## src/rtl/vtx_regs_pkg.sv

```systemverilog
// Package: register indexes, frame header constants and the control bit
// bundle shared by the register block and its sub-modules.
// Assumes one register per 32-bit word; index 15 has no storage.
package vtx_regs_pkg;
    localparam int NREG       = 22;
    localparam int IDX_GCP    = 0;
    localparam int IDX_PAY0   = 1;
    localparam int PAY_BYTES  = 13;
    localparam int IDX_HIRATE = 14;
    localparam int IDX_STAT   = 16;
    localparam int IDX_HPACK  = 17;
    localparam int IDX_XRST   = 18;
    localparam int IDX_PRST   = 19;
    localparam int IDX_CFGEN  = 20;
    localparam int IDX_CFGCH  = 21;
    localparam int STAT_W     = 5;
    localparam int FRAME_W    = 8 * (PAY_BYTES + 1);

    localparam logic [7:0] HDR_TYPE = 8'h82;
    localparam logic [7:0] HDR_VER  = 8'h02;
    localparam logic [7:0] HDR_LEN  = 8'h0D;

    typedef struct packed {
        logic hi_rate;
        logic hp_ack;
        logic xcvr_rst;
        logic pll_rst;
        logic cfg_en;
    } vtx_ctl_t;
endpackage

```

## src/rtl/vtx_addr_dec.sv

```systemverilog
// Address decoder: turns a byte address into a one-hot register select.
// Assumes NREG < 2**(ADDR_W-2); misaligned addresses select nothing.
module vtx_addr_dec #(
    parameter int ADDR_W = 8,
    parameter int NREG   = 22
) (
    input  logic [ADDR_W-1:0] addr,
    output logic [NREG-1:0]   sel
);
    localparam int IDX_W = ADDR_W - 2;

    logic [IDX_W-1:0] idx;
    logic             aligned;

    assign idx     = addr[ADDR_W-1:2];
    assign aligned = (addr[1:0] == 2'b00);

    // One comparator per register index.
    for (genvar g = 0; g < NREG; g++) begin : g_sel
        assign sel[g] = aligned && (idx == IDX_W'(g));
    end
endmodule

```

## src/rtl/vtx_reg_bank.sv

```systemverilog
// Register storage: control packet, payload bytes, control bits and the
// reconfiguration channel. Assumes wr_sel is one-hot or zero and already
// qualified with the write strobe. Synchronous active-low reset.
module vtx_reg_bank
    import vtx_regs_pkg::*;
#(
    parameter int DATA_W = 32,
    parameter int CHAN_W = 8,
    localparam int PAY_W = 8 * PAY_BYTES
) (
    input  logic              clk,
    input  logic              rst_n,
    input  logic [NREG-1:0]   wr_sel,
    input  logic [DATA_W-1:0] wdata,
    output logic [DATA_W-1:0] gcp,
    output logic [PAY_W-1:0]  payload,
    output vtx_ctl_t          ctl,
    output logic [CHAN_W-1:0] chan
);
    logic unused_wr;
    assign unused_wr = ^{wr_sel[IDX_HIRATE+1], wr_sel[IDX_STAT]};

    // Control packet word.
    always_ff @(posedge clk) begin
        if (!rst_n)                gcp <= '0;
        else if (wr_sel[IDX_GCP])  gcp <= wdata;
    end

    // One byte register per payload index.
    for (genvar g = 0; g < PAY_BYTES; g++) begin : g_pay
        always_ff @(posedge clk) begin
            if (!rst_n)                   payload[g*8 +: 8] <= 8'h00;
            else if (wr_sel[IDX_PAY0+g])  payload[g*8 +: 8] <= wdata[7:0];
        end
    end

    // Single-bit control registers.
    always_ff @(posedge clk) begin
        if (!rst_n) begin
            ctl <= '0;
        end else begin
            if (wr_sel[IDX_HIRATE]) ctl.hi_rate  <= wdata[0];
            if (wr_sel[IDX_HPACK])  ctl.hp_ack   <= wdata[0];
            if (wr_sel[IDX_XRST])   ctl.xcvr_rst <= wdata[0];
            if (wr_sel[IDX_PRST])   ctl.pll_rst  <= wdata[0];
            if (wr_sel[IDX_CFGEN])  ctl.cfg_en   <= wdata[0];
        end
    end

    // Reconfiguration channel number.
    always_ff @(posedge clk) begin
        if (!rst_n)                chan <= '0;
        else if (wr_sel[IDX_CFGCH]) chan <= wdata[CHAN_W-1:0];
    end
endmodule

```

## src/rtl/vtx_frame_sum.sv

```systemverilog
// Frame checksum: two's complement of the 8-bit sum of the fixed header
// bytes and all payload bytes. Purely combinational, so it follows the
// payload registers with no added cycle.
module vtx_frame_sum
    import vtx_regs_pkg::*;
#(
    localparam int PAY_W = 8 * PAY_BYTES
) (
    input  logic [PAY_W-1:0] payload,
    output logic [7:0]       chk
);
    logic [7:0] acc;

    // Modulo-256 sum of header and payload.
    always_comb begin
        acc = HDR_TYPE + HDR_VER + HDR_LEN;
        for (int k = 0; k < PAY_BYTES; k++) begin
            acc = acc + payload[k*8 +: 8];
        end
    end

    assign chk = ~acc + 8'd1;
endmodule

```

## src/rtl/vtx_rd_mux.sv

```systemverilog
// Read port: selects the addressed register and registers it for one
// cycle of latency. Assumes rd_sel is one-hot or zero. Output is zero
// after any cycle without a read strobe.
module vtx_rd_mux
    import vtx_regs_pkg::*;
#(
    parameter int DATA_W = 32,
    parameter int CHAN_W = 8,
    localparam int PAY_W = 8 * PAY_BYTES
) (
    input  logic              clk,
    input  logic              rst_n,
    input  logic              rd,
    input  logic [NREG-1:0]   rd_sel,
    input  logic [DATA_W-1:0] gcp,
    input  logic [PAY_W-1:0]  payload,
    input  vtx_ctl_t          ctl,
    input  logic [CHAN_W-1:0] chan,
    input  logic [STAT_W-1:0] status,
    output logic [DATA_W-1:0] rdata
);
    logic [DATA_W-1:0] nxt;
    logic              unused_rd;

    assign unused_rd = rd_sel[IDX_HIRATE+1];

    // Select the addressed word, zero-extended.
    always_comb begin
        nxt = '0;
        if (rd_sel[IDX_GCP]) nxt = gcp;
        for (int k = 0; k < PAY_BYTES; k++) begin
            if (rd_sel[IDX_PAY0+k]) nxt[7:0] = payload[k*8 +: 8];
        end
        if (rd_sel[IDX_HIRATE]) nxt[0] = ctl.hi_rate;
        if (rd_sel[IDX_STAT])   nxt[STAT_W-1:0] = status;
        if (rd_sel[IDX_HPACK])  nxt[0] = ctl.hp_ack;
        if (rd_sel[IDX_XRST])   nxt[0] = ctl.xcvr_rst;
        if (rd_sel[IDX_PRST])   nxt[0] = ctl.pll_rst;
        if (rd_sel[IDX_CFGEN])  nxt[0] = ctl.cfg_en;
        if (rd_sel[IDX_CFGCH])  nxt[CHAN_W-1:0] = chan;
    end

    // Registered read data.
    always_ff @(posedge clk) begin
        if (!rst_n)  rdata <= '0;
        else if (rd) rdata <= nxt;
        else         rdata <= '0;
    end
endmodule

```

## src/rtl/vtx_ctrl_regs.sv

```systemverilog
// Video transmitter control register block (top). Decodes the host bus,
// holds the control state, packs the frame with its checksum and returns
// registered read data. Assumes DATA_W >= 32 and CHAN_W <= DATA_W.
module vtx_ctrl_regs
    import vtx_regs_pkg::*;
#(
    parameter int ADDR_W = 8,
    parameter int DATA_W = 32,
    parameter int CHAN_W = 8
) (
    input  logic                clk,
    input  logic                rst_n,
    input  logic [ADDR_W-1:0]   bus_addr,
    input  logic                bus_wr,
    input  logic                bus_rd,
    input  logic [DATA_W-1:0]   bus_wdata,
    output logic [DATA_W-1:0]   bus_rdata,
    input  logic                hotplug_evt,
    input  logic                cal_busy,
    input  logic                xcvr_cfg_busy,
    input  logic                pll_cfg_busy,
    input  logic                iopll_cfg_busy,
    output logic [DATA_W-1:0]   ctl_packet,
    output logic [FRAME_W-1:0]  info_frame,
    output logic                hi_rate_mode,
    output logic                hotplug_ack,
    output logic                xcvr_rst,
    output logic                pll_rst,
    output logic                reconf_en,
    output logic [CHAN_W-1:0]   reconf_chan
);
    localparam int PAY_W = 8 * PAY_BYTES;

    logic [NREG-1:0]   sel;
    logic [NREG-1:0]   wr_sel;
    logic [PAY_W-1:0]  payload;
    logic [7:0]        chk;
    logic [STAT_W-1:0] status;
    vtx_ctl_t          ctl;

    assign wr_sel = sel & {NREG{bus_wr}};
    assign status = {iopll_cfg_busy, pll_cfg_busy, xcvr_cfg_busy, cal_busy, hotplug_evt};

    vtx_addr_dec #(.ADDR_W(ADDR_W), .NREG(NREG)) u_dec (
        .addr (bus_addr),
        .sel  (sel)
    );

    vtx_reg_bank #(.DATA_W(DATA_W), .CHAN_W(CHAN_W)) u_bank (
        .clk     (clk),
        .rst_n   (rst_n),
        .wr_sel  (wr_sel),
        .wdata   (bus_wdata),
        .gcp     (ctl_packet),
        .payload (payload),
        .ctl     (ctl),
        .chan    (reconf_chan)
    );

    vtx_frame_sum u_sum (
        .payload (payload),
        .chk     (chk)
    );

    vtx_rd_mux #(.DATA_W(DATA_W), .CHAN_W(CHAN_W)) u_rd (
        .clk     (clk),
        .rst_n   (rst_n),
        .rd      (bus_rd),
        .rd_sel  (sel),
        .gcp     (ctl_packet),
        .payload (payload),
        .ctl     (ctl),
        .chan    (reconf_chan),
        .status  (status),
        .rdata   (bus_rdata)
    );

    assign info_frame   = {payload, chk};
    assign hi_rate_mode = ctl.hi_rate;
    assign hotplug_ack  = ctl.hp_ack;
    assign xcvr_rst     = ctl.xcvr_rst;
    assign pll_rst      = ctl.pll_rst;
    assign reconf_en    = ctl.cfg_en;
endmodule

```

## config.mk

```make
export PLATFORM = sky130hd
export DESIGN_NAME = vtx_ctrl_regs
export DESIGN_NICKNAME = d
export VERILOG_FILES = /design/src/rtl/vtx_regs_pkg.sv /design/src/rtl/vtx_addr_dec.sv /design/src/rtl/vtx_reg_bank.sv /design/src/rtl/vtx_frame_sum.sv /design/src/rtl/vtx_rd_mux.sv /design/src/rtl/vtx_ctrl_regs.sv
export SDC_FILE = /design/constraint.sdc
export NUM_CORES = 1
export LEC_CHECK = 0
export ABC_AREA = 0
export BUFFER_PORTS_ARGS = -buffer_cell sky130_fd_sc_hd__buf_2
export CAP_MARGIN = 10
export CORE_UTILIZATION = 45
export CTS_CLUSTER_DIAMETER = 40
export DETAILED_ROUTE_END_ITERATION = 7
export MAX_ROUTING_LAYER = met4
export PLACE_DENSITY = 0.69
export SETUP_SLACK_MARGIN = 0.15
export SYNTH_ARGS = -nofsm -noshare
export SYNTH_HDL_FRONTEND = slang
export SYNTH_SLANG_ARGS = --single-unit
```

## constraint.sdc

```tcl
create_clock -name clk -period 9.3 [get_ports clk]
set_input_delay 0.93 -clock clk [delete_from_list [all_inputs] [get_ports clk]]
set_output_delay 0.93 -clock clk [all_outputs]
set_load 0.03 [all_outputs]
```

## Word level (Yosys, flattened, before mapping)

Index checks and enable logic that the tools add are counted.

- $add $sub $neg: 14
- $mul: 0
- Divide/modulo/power cells: 0
- Order comparisons: 0
- Eq/ne operators: 21
- Shift-type cells: 0
- Multiplexer cells: 21
- Bitwise operators: 2
- Reduce and logical (&&, ||, !) cells: 26

Operator list:

| cell | number |
|---|---|
| $mux 8 | 15 |
| $add 8x8->8 | 12 |
| $eq 6x4->1 const B | 8 |
| $eq 6x5->1 const B | 6 |
| $eq 6x3->1 const B | 4 |
| $and 22x22->22 | 1 |
| $logic_and 1x1->1 | 22 |
| $eq 6x2->1 const B | 2 |
| $add 8x1->8 const B | 1 |
| $add 8x8->8 const A | 1 |
| $not 8->8 | 1 |
| $eq 6x1->1 const B | 1 |
| $logic_not 6->1 | 1 |
| $mux 1 | 5 |
| $mux 5 | 1 |
| $reduce_and 3->1 | 1 |
| $logic_not 2->1 | 1 |
| $reduce_and 2->1 | 1 |

- Flip-flop bits (word level): 181
- Latch bits: 0
- Bits in writable memories: 0
- Bits in read-only memories: 0
- Input port bits: 49
- Word-level logic and storage cells: 106
- Memories kept: 0

## Longest topological paths before layout

- Depth after elaboration: 23
- Depth in mapped cells: 17

## Hierarchy

A second synthesis with hierarchy kept.

- Cell total of the unflattened synthesis: 1,059
- Area total of the unflattened synthesis: 10,677.7 µm²

Modules (own cells, without submodules):

| module | instances | cells each | area an instance (µm²) | seq. area each (µm²) |
|---|---|---|---|---|
| vtx_reg_bank | 1 | 490 | 5,753.0 | 2,982.9 |
| vtx_frame_sum | 1 | 233 | 2,376.0 | 0.0 |
| vtx_rd_mux | 1 | 277 | 2,144.6 | 640.6 |
| vtx_addr_dec | 1 | 35 | 224.0 | 0.0 |
| vtx_ctrl_regs | 1 | 24 | 180.2 | 0.0 |

## Least setup slack after synthesis

No wires, ideal clock.

- Kind: reg-to-output
- Start point: reg u_bank.payload[68]
- End point: out info_frame[7]
- Data arrival time: 4,949 ps
- Required time: 8,370 ps
- Path slack: 3,421 ps
- Stages on the path, launching flop included: 15
- Path buffers: 0
- Cells stage by stage: dfxtp_1 -> inv_1 -> fa_1 -> fa_1 -> inv_1 -> fa_1 -> fa_1 -> fa_1 -> fa_1 -> ha_1 -> nand2_1 -> o21ai_0 -> xor2_1 -> nor3_1 -> xnor2_1

- Word-level cells in the longest chain between the ends: 7

Ends and longest elaborated chain:

| what | RTL line | source |
|---|---|---|
| start: declaration | vtx_reg_bank.sv:16 | `output logic [PAY_W-1:0] payload,` |
| start signal: indexed assignment | vtx_reg_bank.sv:33 | `else if (wr_sel[IDX_PAY0+g]) payload[g*8 +: 8] <= wdata[7:0];` |
| $add 8x8->8 (5 in a row) | vtx_frame_sum.sv:18 | `acc = acc + payload[k*8 +: 8];` |
| $not 8->8 | vtx_frame_sum.sv:22 | `assign chk = ~acc + 8'd1;` |
| $add 8x1->8 | vtx_frame_sum.sv:22 |  |
| end: declaration | vtx_ctrl_regs.sv:24 | `output logic [FRAME_W-1:0] info_frame,` |

Every way passes these cells.

## Worst setup path after layout

- Start point: reg u_bank.payload[1]
- End point: out info_frame[7]

- Word-level cells in the longest chain between the ends: 15

Ends and longest elaborated chain:

| what | RTL line |
|---|---|
| $add 8x8->8 (13 in a row) | vtx_frame_sum.sv:18 |
| $not 8->8 | vtx_frame_sum.sv:22 |
| $add 8x1->8 | vtx_frame_sum.sv:22 |

Every way passes these cells.

==> results.md <==
- The worst register-to-register path begins at u_bank.payload[2]$_SDFFE_PN0P_.
- The maximum clock frequency is between 0.15 and 0.2 GHz.
- The final layout net count is 1476.
- The average wire per standard cell is 20.41 µm.
- No sink is reached through more buffers than the 2 on the longest clock path.
- The number of rows in the core area is 55.
- The routed wire length on met2 is roughly 15 mm.
- The net switching component of the power is between 0.4 and 0.5 mW.
- The cell count after synthesis is approximately 1100.
- Summing every instance area after synthesis gives just over 0.01 mm².
- The number of cells upsized or downsized after cts is 0.
- A synthesized cell averages 9.008 µm².
- Once detailed placement completed, the half-perimeter wirelength came to approximately 25 mm.
- The most repeated cell in the gate-level netlist after synthesis is nand2_1.
- The count of TritonRoute iterations in the first routing pass is 6.
- CTS placed an instance of clkbuf_16 at the clock tree root.
- Along the worst path, the maximum fanout reaches 4.
- The utilization after layout is between 50% and 60%.
- The number of global-route vias before repair is between 8000 and 9000.
- The signal arrival time at the worst endpoint is around 5.4 ns.
- The sequential share of power is 47.2%.
- The die is ~150 µm wide.
- The count of endpoints failing hold in the final timing report is 0.
- In the post-synthesis netlist, the biggest area contributors are dfxtp_1 35%, fa_1 13%, nand2_1 8.1%.
- Across the run, the number of max-cap violations was 0.
- Entering global routing, the biggest net connects roughly 100 pins.
- The flow ran to the end, and the final reports show no timing, DRC or antenna violations.
- The analysis attributes to cell leakage a power of 5.483 nW.
- Combinational cells account for 5.8% of the total power.
- The initial detailed-routing violation count is 816.
- The setup-violating endpoint count in the final report is 0.
- For the worst-skew pair, the clock arrives at the later sink with an insertion delay of between 0.4 and 0.5 ns.
- The cts-stage hold buffer count is 0.
- The die height is around 150 µm.
- The part of the total power dissipated in the clock network is 47.0%.
- The data required time at the worst endpoint is 8.37 ns.
- The congestion estimate from routability-driven global placement came to 0.9731.
- The cell internal power dissipation is 1.185 mW.
- The worst relative slew slack is a little under two fifths.
- The sum of routed wire length over all layers is about 33 mm.
- The cell occurring most often along the worst timing path is fa_1.
- The maximum resistive drop on vdd is ~0.14 mV.
- The synthesized flop and latch total is about 180.
- The worst hold path passes through 2 cells.
- The clock skew is just under 0.01 ns.
- The core area is between 0.02 and 0.025 mm².
- The post-route clock period utilization is between 60 and 70%.
- For flop-to-flop paths, the worst setup slack is approximately 7.4 ns.
- The largest total area in the synthesized netlist belongs to dfxtp_1.
- The endpoint identified for the worst register-to-register timing path is u_rd.rdata[2]$_SDFF_PN0_.
- The worst hold path terminates at u_bank.gcp[27]$_SDFFE_PN0P_.
- The share of cells above drive strength 1 is between 20 and 25%.
- The number of cells traversed by the worst register-to-register path is 6.
- The worst setup path is launched from a flip-flop.
- The largest stage delay on the critical path is 0.68 ns.
- The synthesis warning total is 0.
- The first-pass GRT wire length is between 50 and 60 mm.
- The most used flip-flop cell after synthesis is dfxtp_1.
- The count of pins on the block boundary is about 240.
- After detailed routing, the met3 layer carries 2.768 mm of wire.
- Detailed routing inserted a total of between 9000 and 10000 vias.
- For this configuration, the core starts out at a cell density of 45.78%.
- The start-to-end type of the worst setup path is flip-flop to primary output.
- The number of vias per cell is approximately 5.5.
- The actual transition at the worst max-transition pin is 0.9303 ns.
- Counting the buffers created by CTS gives 17.
- In this run, synthesis inferred 0 flip-flops with an integrated enable.
- Power spread over the standard cell area amounts to ~130 mW/mm².
- Port buffering added between 200 and 250 buffers.
- The async set or reset register ratio after synthesis is 0%.
- Setup repair after global routing left no endpoint under its margin.
- The net count after synthesis is ~1300.
- The number of unique standard cell types used by synthesis is a little over 60.
- After detailed routing, no signal wire sits above met4.
- The number of design rule violations left after detail routing is 0.
- The total routed wire length on the met1 layer is 13.83 mm.
- The share of synthesized area in the top cell type comes to a little over a third.
- In this run the most critical hold path is launched from u_bank.gcp[27]$_SDFFE_PN0P_.
- The signal on the critical path passes through inv_1 -> fa_1 -> fa_1 -> fa_1 -> inv_1 -> fa_1 -> fa_1 -> ha_1 -> ha_1 -> a31oi_1 -> xor2_1 -> nand4_1 -> nor3_1 -> xnor2_1 -> buf_2.
- The combined global-route utilization of all metal layers is between 20% and 30%.
- The cell with the biggest individual delay on the critical path is fa_1.
- The portion of the post-synthesis area used by sequential elements is around a third.
- The remaining number of nets flagged by the antenna check after routing is 0.
- The fraction of power spent switching nets is between 20% and 30%.
- The number of antenna violations at the first check in global routing is 2.
- The filler cell count in the final layout is about 2100.
- For the finished layout, the period the worst path requires is around 6.3 ns.
- The clock-pin slew of the registers on the worst-case setup and hold paths is approximately 0.090 ns.
- The number of max-slew violations in the final report is 0.
- The nature of the critical path endpoint is a primary output.
- The min-delay analysis places its worst path in the category flip-flop to flip-flop.
- Summed over all layers, the global routing overflow is 0.
- The CTS sink count is 181.
- The number of levels the H-tree was split into is 4.
- The post-synthesis to final-layout area growth is 18.27%.
- The post-CTS setup repair buffer count is 0.
- The area enclosed by the die boundary is 0.02357 mm².
- The CTS tree is built.
- Summed over all failing endpoints, the final setup total negative slack is 0 ns.
- The commonest cells after synthesis are 222 x nand2_1, 181 x dfxtp_1, 105 x inv_1.
metrics by stage:
stage	setup WS, ns	cells	instance area, µm²	hold slack [ns]	total power [mW]
after floorplan	3.421	1147	10330	0.5891	0.8538
after global placement	3.644	1606	11580	0.4465	0.8869
after detailed placement	3.486	1606	11580	0.4517	0.8875
after CTS	2.997	1638	12220	0.4646	1.649
after global routing	2.753	1640	12220	0.4843	1.692
final	2.981	1640	12220	0.4664	1.645
worst max-delay path, delay by kind of cell, from the launching register on:
kind                       cells  cell delay [ns]
AOI/OAI and AO/OA              1             0.29
and+or+nand+nor                2             0.40
adders and majority gates      7             2.99
xor gates and xnor gates       2             0.44
DFF                            1             0.41
buffers and inverters          3             0.40
area by class of cell:
| cell class | count | area [µm²] | area share, % |
|---|---|---|---|
| Sequential cell | 181 | 3623 | 29.65 |
| Clock buffer | 17 | 425.4 | 3.481 |
| Multi-Input combinational cell | 792 | 5976 | 48.90 |
| Antenna cell | 2 | 5.005 | 0.04095 |
| Inverter | 105 | 394.1 | 3.225 |
| Timing Repair Buffer | 243 | 1234 | 10.10 |
| Tap cell | 285 | 356.6 | 2.918 |
| Clock inverter | 15 | 206.4 | 1.689 |
cell families after synthesis:
family	count (synthesis)	synth area share [%]
simple gates	398	18.14
xor+xnor	35	2.967
fa+ha+maj	87	15.40
compound gates	204	13.51
mux	68	7.811
flops	181	35.07
buf+inv	174	7.096
how the worst max path moves through the flow:
| stage | from | to | slack, ns |
|---|---|---|---|
| floorplan | u_bank.payload[68]$_SDFFE_PN0P_ | info_frame[7] | 3.42 |
| global placement | u_bank.payload[27]$_SDFFE_PN0P_ | info_frame[7] | 3.64 |
| detailed placement | u_bank.payload[75]$_SDFFE_PN0P_ | info_frame[7] | 3.49 |
| CTS | u_bank.payload[75]$_SDFFE_PN0P_ | info_frame[7] | 3.00 |
| global route | u_bank.payload[27]$_SDFFE_PN0P_ | info_frame[7] | 2.75 |
| finish | u_bank.payload[1]$_SDFFE_PN0P_ | info_frame[7] | 2.98 |
flip-flops by register name (all words and copies together), names as in the netlist:
signal / flops
u_bank.payload: 104
u_bank.gcp: 32
u_rd.rdata: 32
u_bank.chan: 8
u_bank.ctl: 5
power by group through the flow:
stage	logic (mW)	registers [mW]	clock network (mW)
after global placement	0.0922	0.795	0
after global routing	0.0995	0.777	0.816
final	0.0947	0.776	0.774
after floorplan	0.0569	0.797	0
after CTS	0.0930	0.776	0.780
after detailed placement	0.0928	0.795	0
metal layers:
| layer | vias to the layer above | track usage (%) |
|---|---|---|
| met3 | 83 | 5.806 |
| met5 | - | - |
| met1 | 4346 | 37.57 |
| li1 | 4135 | - |
| met4 | 0 | 13.57 |
| met2 | 478 | 46.41 |
layout by cell type, fill, tap and decap left out, drive strengths merged, types with 2 or more instances in the layout:
| master | instances |
|---|---|
| a211oi | 2 |
| a21boi | 110 |
| a21oi | 34 |
| a221oi | 2 |
| a31oi | 2 |
| a32oi | 2 |
| and2 | 32 |
| and3 | 6 |
| buf | 243 |
| clkbuf | 17 |
| clkinv | 4 |
| dfxtp | 181 |
| diode | 2 |
| fa | 67 |
| ha | 20 |
| inv | 116 |
| mux2 | 5 |
| mux2i | 54 |
| mux4 | 9 |
| nand2 | 227 |
| nand2b | 4 |
| nand3 | 38 |
| nand3b | 2 |
| nand4 | 2 |
| nand4b | 2 |
| nor2 | 30 |
| nor2b | 41 |
| nor3 | 7 |
| nor3b | 2 |
| nor4 | 2 |
| o21ai | 27 |
| o21bai | 2 |
| o221ai | 2 |
| o22ai | 5 |
| o2bb2ai | 2 |
| o311ai | 2 |
| o31ai | 2 |
| o32ai | 2 |
| xnor2 | 27 |
| xor2 | 8 |
No activity file was read; power rests on OpenSTA's default activity.
